$ cat src/rtl/gfpar_pkg.sv
package gfpar_pkg;
   localparam int GF_W = 8;
   localparam int MAX_SRC = 16;
   localparam int CNT_W = $clog2(MAX_SRC);
   localparam logic [GF_W-1:0] POLY_RESET = 8'h1D;
   typedef logic [GF_W-1:0] gf_t;
endpackage

$ cat src/rtl/gfpar_mul.sv
module gfpar_mul
   import gfpar_pkg::*;
(
   input  gf_t a_i,
   input  gf_t b_i,
   input  gf_t poly_i,
   output gf_t prod_o
);
   gf_t sh  [GF_W];
   gf_t acc [GF_W+1];

   assign sh[0]  = a_i;
   assign acc[0] = '0;

   for (genvar i = 0; i < GF_W; i++) begin : g_stage
      assign acc[i+1] = acc[i] ^ (b_i[i] ? sh[i] : '0);
      if (i < GF_W - 1) begin : g_shift
         assign sh[i+1] = {sh[i][GF_W-2:0], 1'b0} ^ (sh[i][GF_W-1] ? poly_i : '0);
      end
   end

   assign prod_o = acc[GF_W];
endmodule

$ cat src/rtl/gfpar_lane.sv
module gfpar_lane
   import gfpar_pkg::*;
(
   input  gf_t  src_i,
   input  gf_t  cp_i,
   input  gf_t  cq_i,
   input  gf_t  poly_i,
   input  gf_t  p_old_i,
   input  gf_t  q_old_i,
   input  logic first_i,
   output gf_t  p_new_o,
   output gf_t  q_new_o
);
   gf_t p_prod, q_prod;

   gfpar_mul u_pmul (.a_i(src_i), .b_i(cp_i), .poly_i(poly_i), .prod_o(p_prod));
   gfpar_mul u_qmul (.a_i(src_i), .b_i(cq_i), .poly_i(poly_i), .prod_o(q_prod));

   assign p_new_o = first_i ? p_prod : (p_prod ^ p_old_i);
   assign q_new_o = first_i ? q_prod : (q_prod ^ q_old_i);
endmodule

$ cat src/rtl/gfpar_seq.sv
module gfpar_seq
   import gfpar_pkg::*;
#(
   parameter int BEATS = 4,
   localparam int RW = $clog2(BEATS)
) (
   input  logic             clk,
   input  logic             rst_n,
   input  logic             start_i,
   input  logic [CNT_W-1:0] cnt_i,
   input  logic             beat_valid_i,
   output logic             busy_o,
   output logic             done_o,
   output logic             accept_o,
   output logic             first_o,
   output logic [RW-1:0]    row_o
);
   localparam logic [RW-1:0] LAST_ROW = RW'(BEATS - 1);

   logic             busy_q, done_q;
   logic [CNT_W-1:0] src_q, cnt_q;
   logic [RW-1:0]    row_q;
   logic             accept, last_beat;

   assign accept    = busy_q && beat_valid_i;
   assign last_beat = accept && (row_q == LAST_ROW) && (src_q == cnt_q);

   always_ff @(posedge clk or negedge rst_n) begin
      if (!rst_n) begin
         busy_q <= 1'b0;
         done_q <= 1'b0;
         src_q  <= '0;
         cnt_q  <= '0;
         row_q  <= '0;
      end else begin
         done_q <= last_beat;
         if (!busy_q) begin
            if (start_i && (cnt_i != '0)) begin
               busy_q <= 1'b1;
               cnt_q  <= cnt_i;
               src_q  <= '0;
               row_q  <= '0;
            end
         end else if (accept) begin
            if (row_q == LAST_ROW) begin
               row_q <= '0;
               src_q <= src_q + 1'b1;
            end else begin
               row_q <= row_q + 1'b1;
            end
            if (last_beat) busy_q <= 1'b0;
         end
      end
   end

   assign busy_o   = busy_q;
   assign done_o   = done_q;
   assign accept_o = accept;
   assign first_o  = (src_q == '0);
   assign row_o    = row_q;


   zero_cnt_chk: assert property (@(posedge clk) disable iff (!rst_n)
      (!busy_q && start_i && cnt_i == '0) |=> !busy_q);

   busy_start_chk: assert property (@(posedge clk) disable iff (!rst_n)
      (busy_q && start_i) |=> (cnt_q == $past(cnt_q)));

   stall_chk: assert property (@(posedge clk) disable iff (!rst_n)
      (busy_q && !beat_valid_i) |=> ($stable(row_q) && $stable(src_q)));

   src_range_chk: assert property (@(posedge clk) disable iff (!rst_n)
      busy_q |-> (src_q <= cnt_q));

   done_idle_chk: assert property (@(posedge clk) disable iff (!rst_n)
      done_q |-> !busy_q);
endmodule

$ cat src/rtl/gfpar_dual.sv
module gfpar_dual
   import gfpar_pkg::*;
#(
   parameter int LANES = 2,
   parameter int BLOCK_BEATS = 4,
   localparam int DW = LANES * GF_W,
   localparam int RW = $clog2(BLOCK_BEATS)
) (
   input  logic             clk,
   input  logic             rst_n,
   input  logic             poly_we,
   input  logic [7:0]       poly_wdata,
   input  logic             start,
   input  logic [CNT_W-1:0] src_cnt_m1,
   input  logic             beat_valid,
   input  logic [DW-1:0]    beat_data,
   input  logic [7:0]       coef_p,
   input  logic [7:0]       coef_q,
   output logic             busy,
   output logic             done,
   input  logic [RW-1:0]    rd_row,
   output logic [DW-1:0]    p_rd,
   output logic [DW-1:0]    q_rd
);
   if (LANES < 1) begin : g_bad_lanes
      $error("gfpar_dual: LANES must be at least 1");
   end
   if (BLOCK_BEATS < 2 || (BLOCK_BEATS & (BLOCK_BEATS - 1)) != 0) begin : g_bad_beats
      $error("gfpar_dual: BLOCK_BEATS must be a power of two of at least 2");
   end

   gf_t           poly_q;
   logic          busy_w, accept_w, first_w;
   logic [RW-1:0] row_w;

   always_ff @(posedge clk or negedge rst_n) begin
      if (!rst_n)                  poly_q <= POLY_RESET;
      else if (poly_we && !busy_w) poly_q <= poly_wdata;
   end

   gfpar_seq #(.BEATS(BLOCK_BEATS)) u_seq (
      .clk(clk), .rst_n(rst_n), .start_i(start), .cnt_i(src_cnt_m1),
      .beat_valid_i(beat_valid), .busy_o(busy_w), .done_o(done),
      .accept_o(accept_w), .first_o(first_w), .row_o(row_w)
   );

   logic [DW-1:0] p_buf [BLOCK_BEATS];
   logic [DW-1:0] q_buf [BLOCK_BEATS];
   logic [DW-1:0] p_old, q_old, p_nxt, q_nxt;

   assign p_old = p_buf[row_w];
   assign q_old = q_buf[row_w];

   for (genvar l = 0; l < LANES; l++) begin : g_lane
      gfpar_lane u_lane (
         .src_i(beat_data[l*GF_W +: GF_W]), .cp_i(coef_p), .cq_i(coef_q),
         .poly_i(poly_q), .p_old_i(p_old[l*GF_W +: GF_W]),
         .q_old_i(q_old[l*GF_W +: GF_W]), .first_i(first_w),
         .p_new_o(p_nxt[l*GF_W +: GF_W]), .q_new_o(q_nxt[l*GF_W +: GF_W])
      );
   end

   always_ff @(posedge clk or negedge rst_n) begin
      if (!rst_n) begin
         for (int i = 0; i < BLOCK_BEATS; i++) begin
            p_buf[i] <= '0;
            q_buf[i] <= '0;
         end
      end else if (accept_w) begin
         p_buf[row_w] <= p_nxt;
         q_buf[row_w] <= q_nxt;
      end
   end

   assign p_rd = p_buf[rd_row];
   assign q_rd = q_buf[rd_row];
   assign busy = busy_w;


   poly_hold_chk: assert property (@(posedge clk) disable iff (!rst_n)
      busy_w |=> $stable(poly_q));

   done_pulse_chk: assert property (@(posedge clk) disable iff (!rst_n)
      done |=> !done);
endmodule

$ cat config.mk
export PLATFORM = sky130hd
export DESIGN_NAME = gfpar_dual
export DESIGN_NICKNAME = d
export VERILOG_FILES = /design/src/rtl/gfpar_pkg.sv /design/src/rtl/gfpar_mul.sv /design/src/rtl/gfpar_lane.sv /design/src/rtl/gfpar_seq.sv /design/src/rtl/gfpar_dual.sv
export SDC_FILE = /design/constraint.sdc
export NUM_CORES = 1
export LEC_CHECK = 0
export CAP_MARGIN = 20
export CORE_UTILIZATION = 50
export DETAILED_ROUTE_END_ITERATION = 10
export HOLD_SLACK_MARGIN = 0.12
export PLACE_DENSITY = 0.69
export SLEW_MARGIN = 10
export SYNTH_ARGS = -nofsm -noshare
export SYNTH_HDL_FRONTEND = slang
export SYNTH_HIERARCHICAL = 1
export SYNTH_SLANG_ARGS = --single-unit
$ cat constraint.sdc
create_clock -name clk -period 5.6 [get_ports clk]
set_clock_uncertainty 0.1 [all_clocks]
set_input_delay 0.84 -clock clk [delete_from_list [all_inputs] [get_ports clk]]
set_output_delay 0.84 -clock clk [all_outputs]
set_load 0.005 [all_outputs]
==> results.yml <==
outcome:
  status: "finished, final reports clean"
grt:
  grt.total_usage_pct: 26.6
  grt_pass1_vias: 14900
  grt_overflow: 0
  antenna_found_initial: 4
  grt_max_degree: 116
  grt_pass1_wl_mm: 81.2
route:
  vias: 15600
  routedWlPerCell_um: 19.7
  drt_pre_antenna_iters: 6
  viasPerCell: 6.07
  drt_iter0_drc: 1510
  wl_mm: 50.6
  post-route-drc-count: 0
  ant_nets: 0
layout:
  final_nets: 2145
  final_cell_mix: "nand2_1 (323), xnor2_1 (308), mux2_2 (140)"
  fin_util_pct: 55.4
  final_common_cell: "nand2_1"
  drive_above_1_share_pct: 23.1
  area_growth_pct: 9.59
sta:
  post-route-min-period_ns: 5.19
  slew_violations: 0
  period_share_pct: 92.7
  finalSetupTns_ns: 0
  fmax_ghz: 0.193
  whs_ns: 0.153
  relSlewSlack_pct: 31.2
  worst_pin_slew_ns: 1.03
  hold_viol: 0
  rsz0062_at_grt: "false"
  setup_viol_count_final: 0
worst_setup_path:
  cp_max_fo: 38
  r2r_cells: 15
  worstReg2RegEnd: "q_buf[48]$_DFFE_PN0P_"
  reg2reg_from: "poly_q[6]$_DFFE_PN0P_"
  cp-start-kind: "register"
  cp.arrival_ns: 5.40
  worst_setup_path_end_kind: "register"
  startpoint: "poly_q[6]$_DFFE_PN0P_"
  critical_path_required_ns: 5.81
  path_class: "register to register"
  setup.worst_path.end: "q_buf[48]$_DFFE_PN0P_"
  r2r_slack_ns: 0.41
logic_synthesis:
  synth-seq-cells: 148
  ys_warn_count: 6
  synth_xor_xnor_area_share_pct: 20.6
  synth.avg_cell_area_um2: 8.90
  synth_edf_count: 0
  synthesis.nets: 2130
  ys.flop_type: "dfrtp_1"
  syn_inst: 2076
  netlist_area_um2: 18500
  async_flop_share_pct: 100
  synth.area.mux_share_pct: 17.8
  ys_seq_area_share_pct: 20.1
  synthAdderAreaFrac_pct: 0.203
  synth-simple-area-share_pct: 18.6
  ys_types: 82
  synth_top_family_by_area: "XOR/XNOR gates"
  synth_compound_area_share_pct: 17.1
floorplan:
  die_h_um: 194
  coreArea_um2: 36500
  rows: 70
  ioPinCount: 85
  start_util_pct: 50.6
  die_area_um2: 37700
  fp.dieW_um: 194
cts:
  htreeDepth: 4
  clk_path_buf_depth: 2
  cts-hold-fix-buffers: 0
  insertion_delay_ns: 0.44
  cts.sinks: 148
  post-cts-setup-buffers: 0
  path_clk_slew_ns: 0.08
  numCtsBuffers: 17
  ctsResizeCount: 0
  cts_tree: "built"
  clock-root-buffer: "clkbuf_16"
place:
  hpwl_mm: 36.4
  gp_congestion: 0.922
  portBuffers: 84
worst_hold_path:
  holdCritPathClass: "input pin to asynchronous set/reset pin"
run:
  max-cap-violations: 0
[cell usage after synthesis (28+ instances only)]
library cell  count  area share, %
a21oi_1          89            2.4
and3_1           28           0.95
buf_2            53            1.4
clkbuf_1         84            1.7
dfrtp_1         144             20
inv_1            38           0.77
mux2_2          140            8.5
mux4_2           64            7.8
nand2_1         323            6.6
nand2b_1         28           0.95
nand3_1          47            1.3
nor2_1           60            1.2
o21ai_0          98            2.7
o21ai_1          44            1.2
xnor2_1         308             15
xor2_1           48            2.3
[cell families after synthesis]
kind of cell | Yosys count
adders and majority gates | 3
buffers and inverters | 212
DFF | 148
and+or+nand+nor | 643
AOI/OAI and AO/OA | 445
muxes | 229
xor gates and xnor gates | 396
[cell type report]
type | instances | area, µm²
diodes | 3 | 7.51
multi-input cells | 1716 | 13700
flip-flops and latches | 148 | 3720
clock buffers | 18 | 439
clock inverters | 14 | 130
well taps | 468 | 586
fillers | 3282 | 16300
repair buffers | 170 | 1480
inverters | 38 | 143
[state kept, by name (all words and copies together) (netlist names)]
signal,cells
u_seq/src_q,4
u_seq/cnt_q,4
u_seq/busy_o,1
poly_q,8
u_seq/row_o,2
q_buf,64
p_buf,64
u_seq/done_o,1
[worst min-delay path by stage]
stage	startpoint	endpoint	slack [ns]	depth (start not counted)
3_5_place_dp	q_buf[52]$_DFFE_PN0P_	q_buf[52]$_DFFE_PN0P_	0.41	1
2_1_floorplan	p_buf[62]$_DFFE_PN0P_	p_buf[62]$_DFFE_PN0P_	0.37	1
6_report	rst_n	q_buf[19]$_DFFE_PN0P_	0.15	1
5_1_grt	rst_n	q_buf[19]$_DFFE_PN0P_	0.15	1
4_1_cts	q_buf[52]$_DFFE_PN0P_	q_buf[52]$_DFFE_PN0P_	0.42	1
3_3_place_gp	p_buf[37]$_DFFE_PN0P_	p_buf[37]$_DFFE_PN0P_	0.39	1
[worst max-delay path: stages (launching register included)]
cell,delay [ns]
dfrtp_2,0.85
buf_4,0.33
nand3b_1,0.11
a211oi_2,0.41
nor3_2,0.12
nor2_1,0.63
and3_1,0.26
nor3_1,0.06
xnor2_1,0.45
nand4_1,0.22
nand2_1,0.34
and3_1,0.21
o21ai_1,0.08
xnor2_1,0.34
xnor2_1,0.21
mux2_2,0.31
[routing by layer]
layer	vias up	routed length, µm	global-route usage, %
li1	7384	-	-
met1	7628	22500	36.5
met2	539	23900	43.6
met3	84	3070	3.37
met4	2	1170	8.58
met5	-	11	0
[metrics by stage]
stage	std cells	cell area (µm²)	setup WS (ns)
3_5_place_dp	2539	19600	0.331
6_report	2575	20200	0.410
2_1_floorplan	2076	18500	1.55
4_1_cts	2571	20200	0.535
3_3_place_gp	2539	19600	0.397
5_1_grt	2572	20200	0.0651
Power is left out: the tool's default activity adds up to more than one toggle a clock period on the data nets, which glitch-free logic cannot reach.
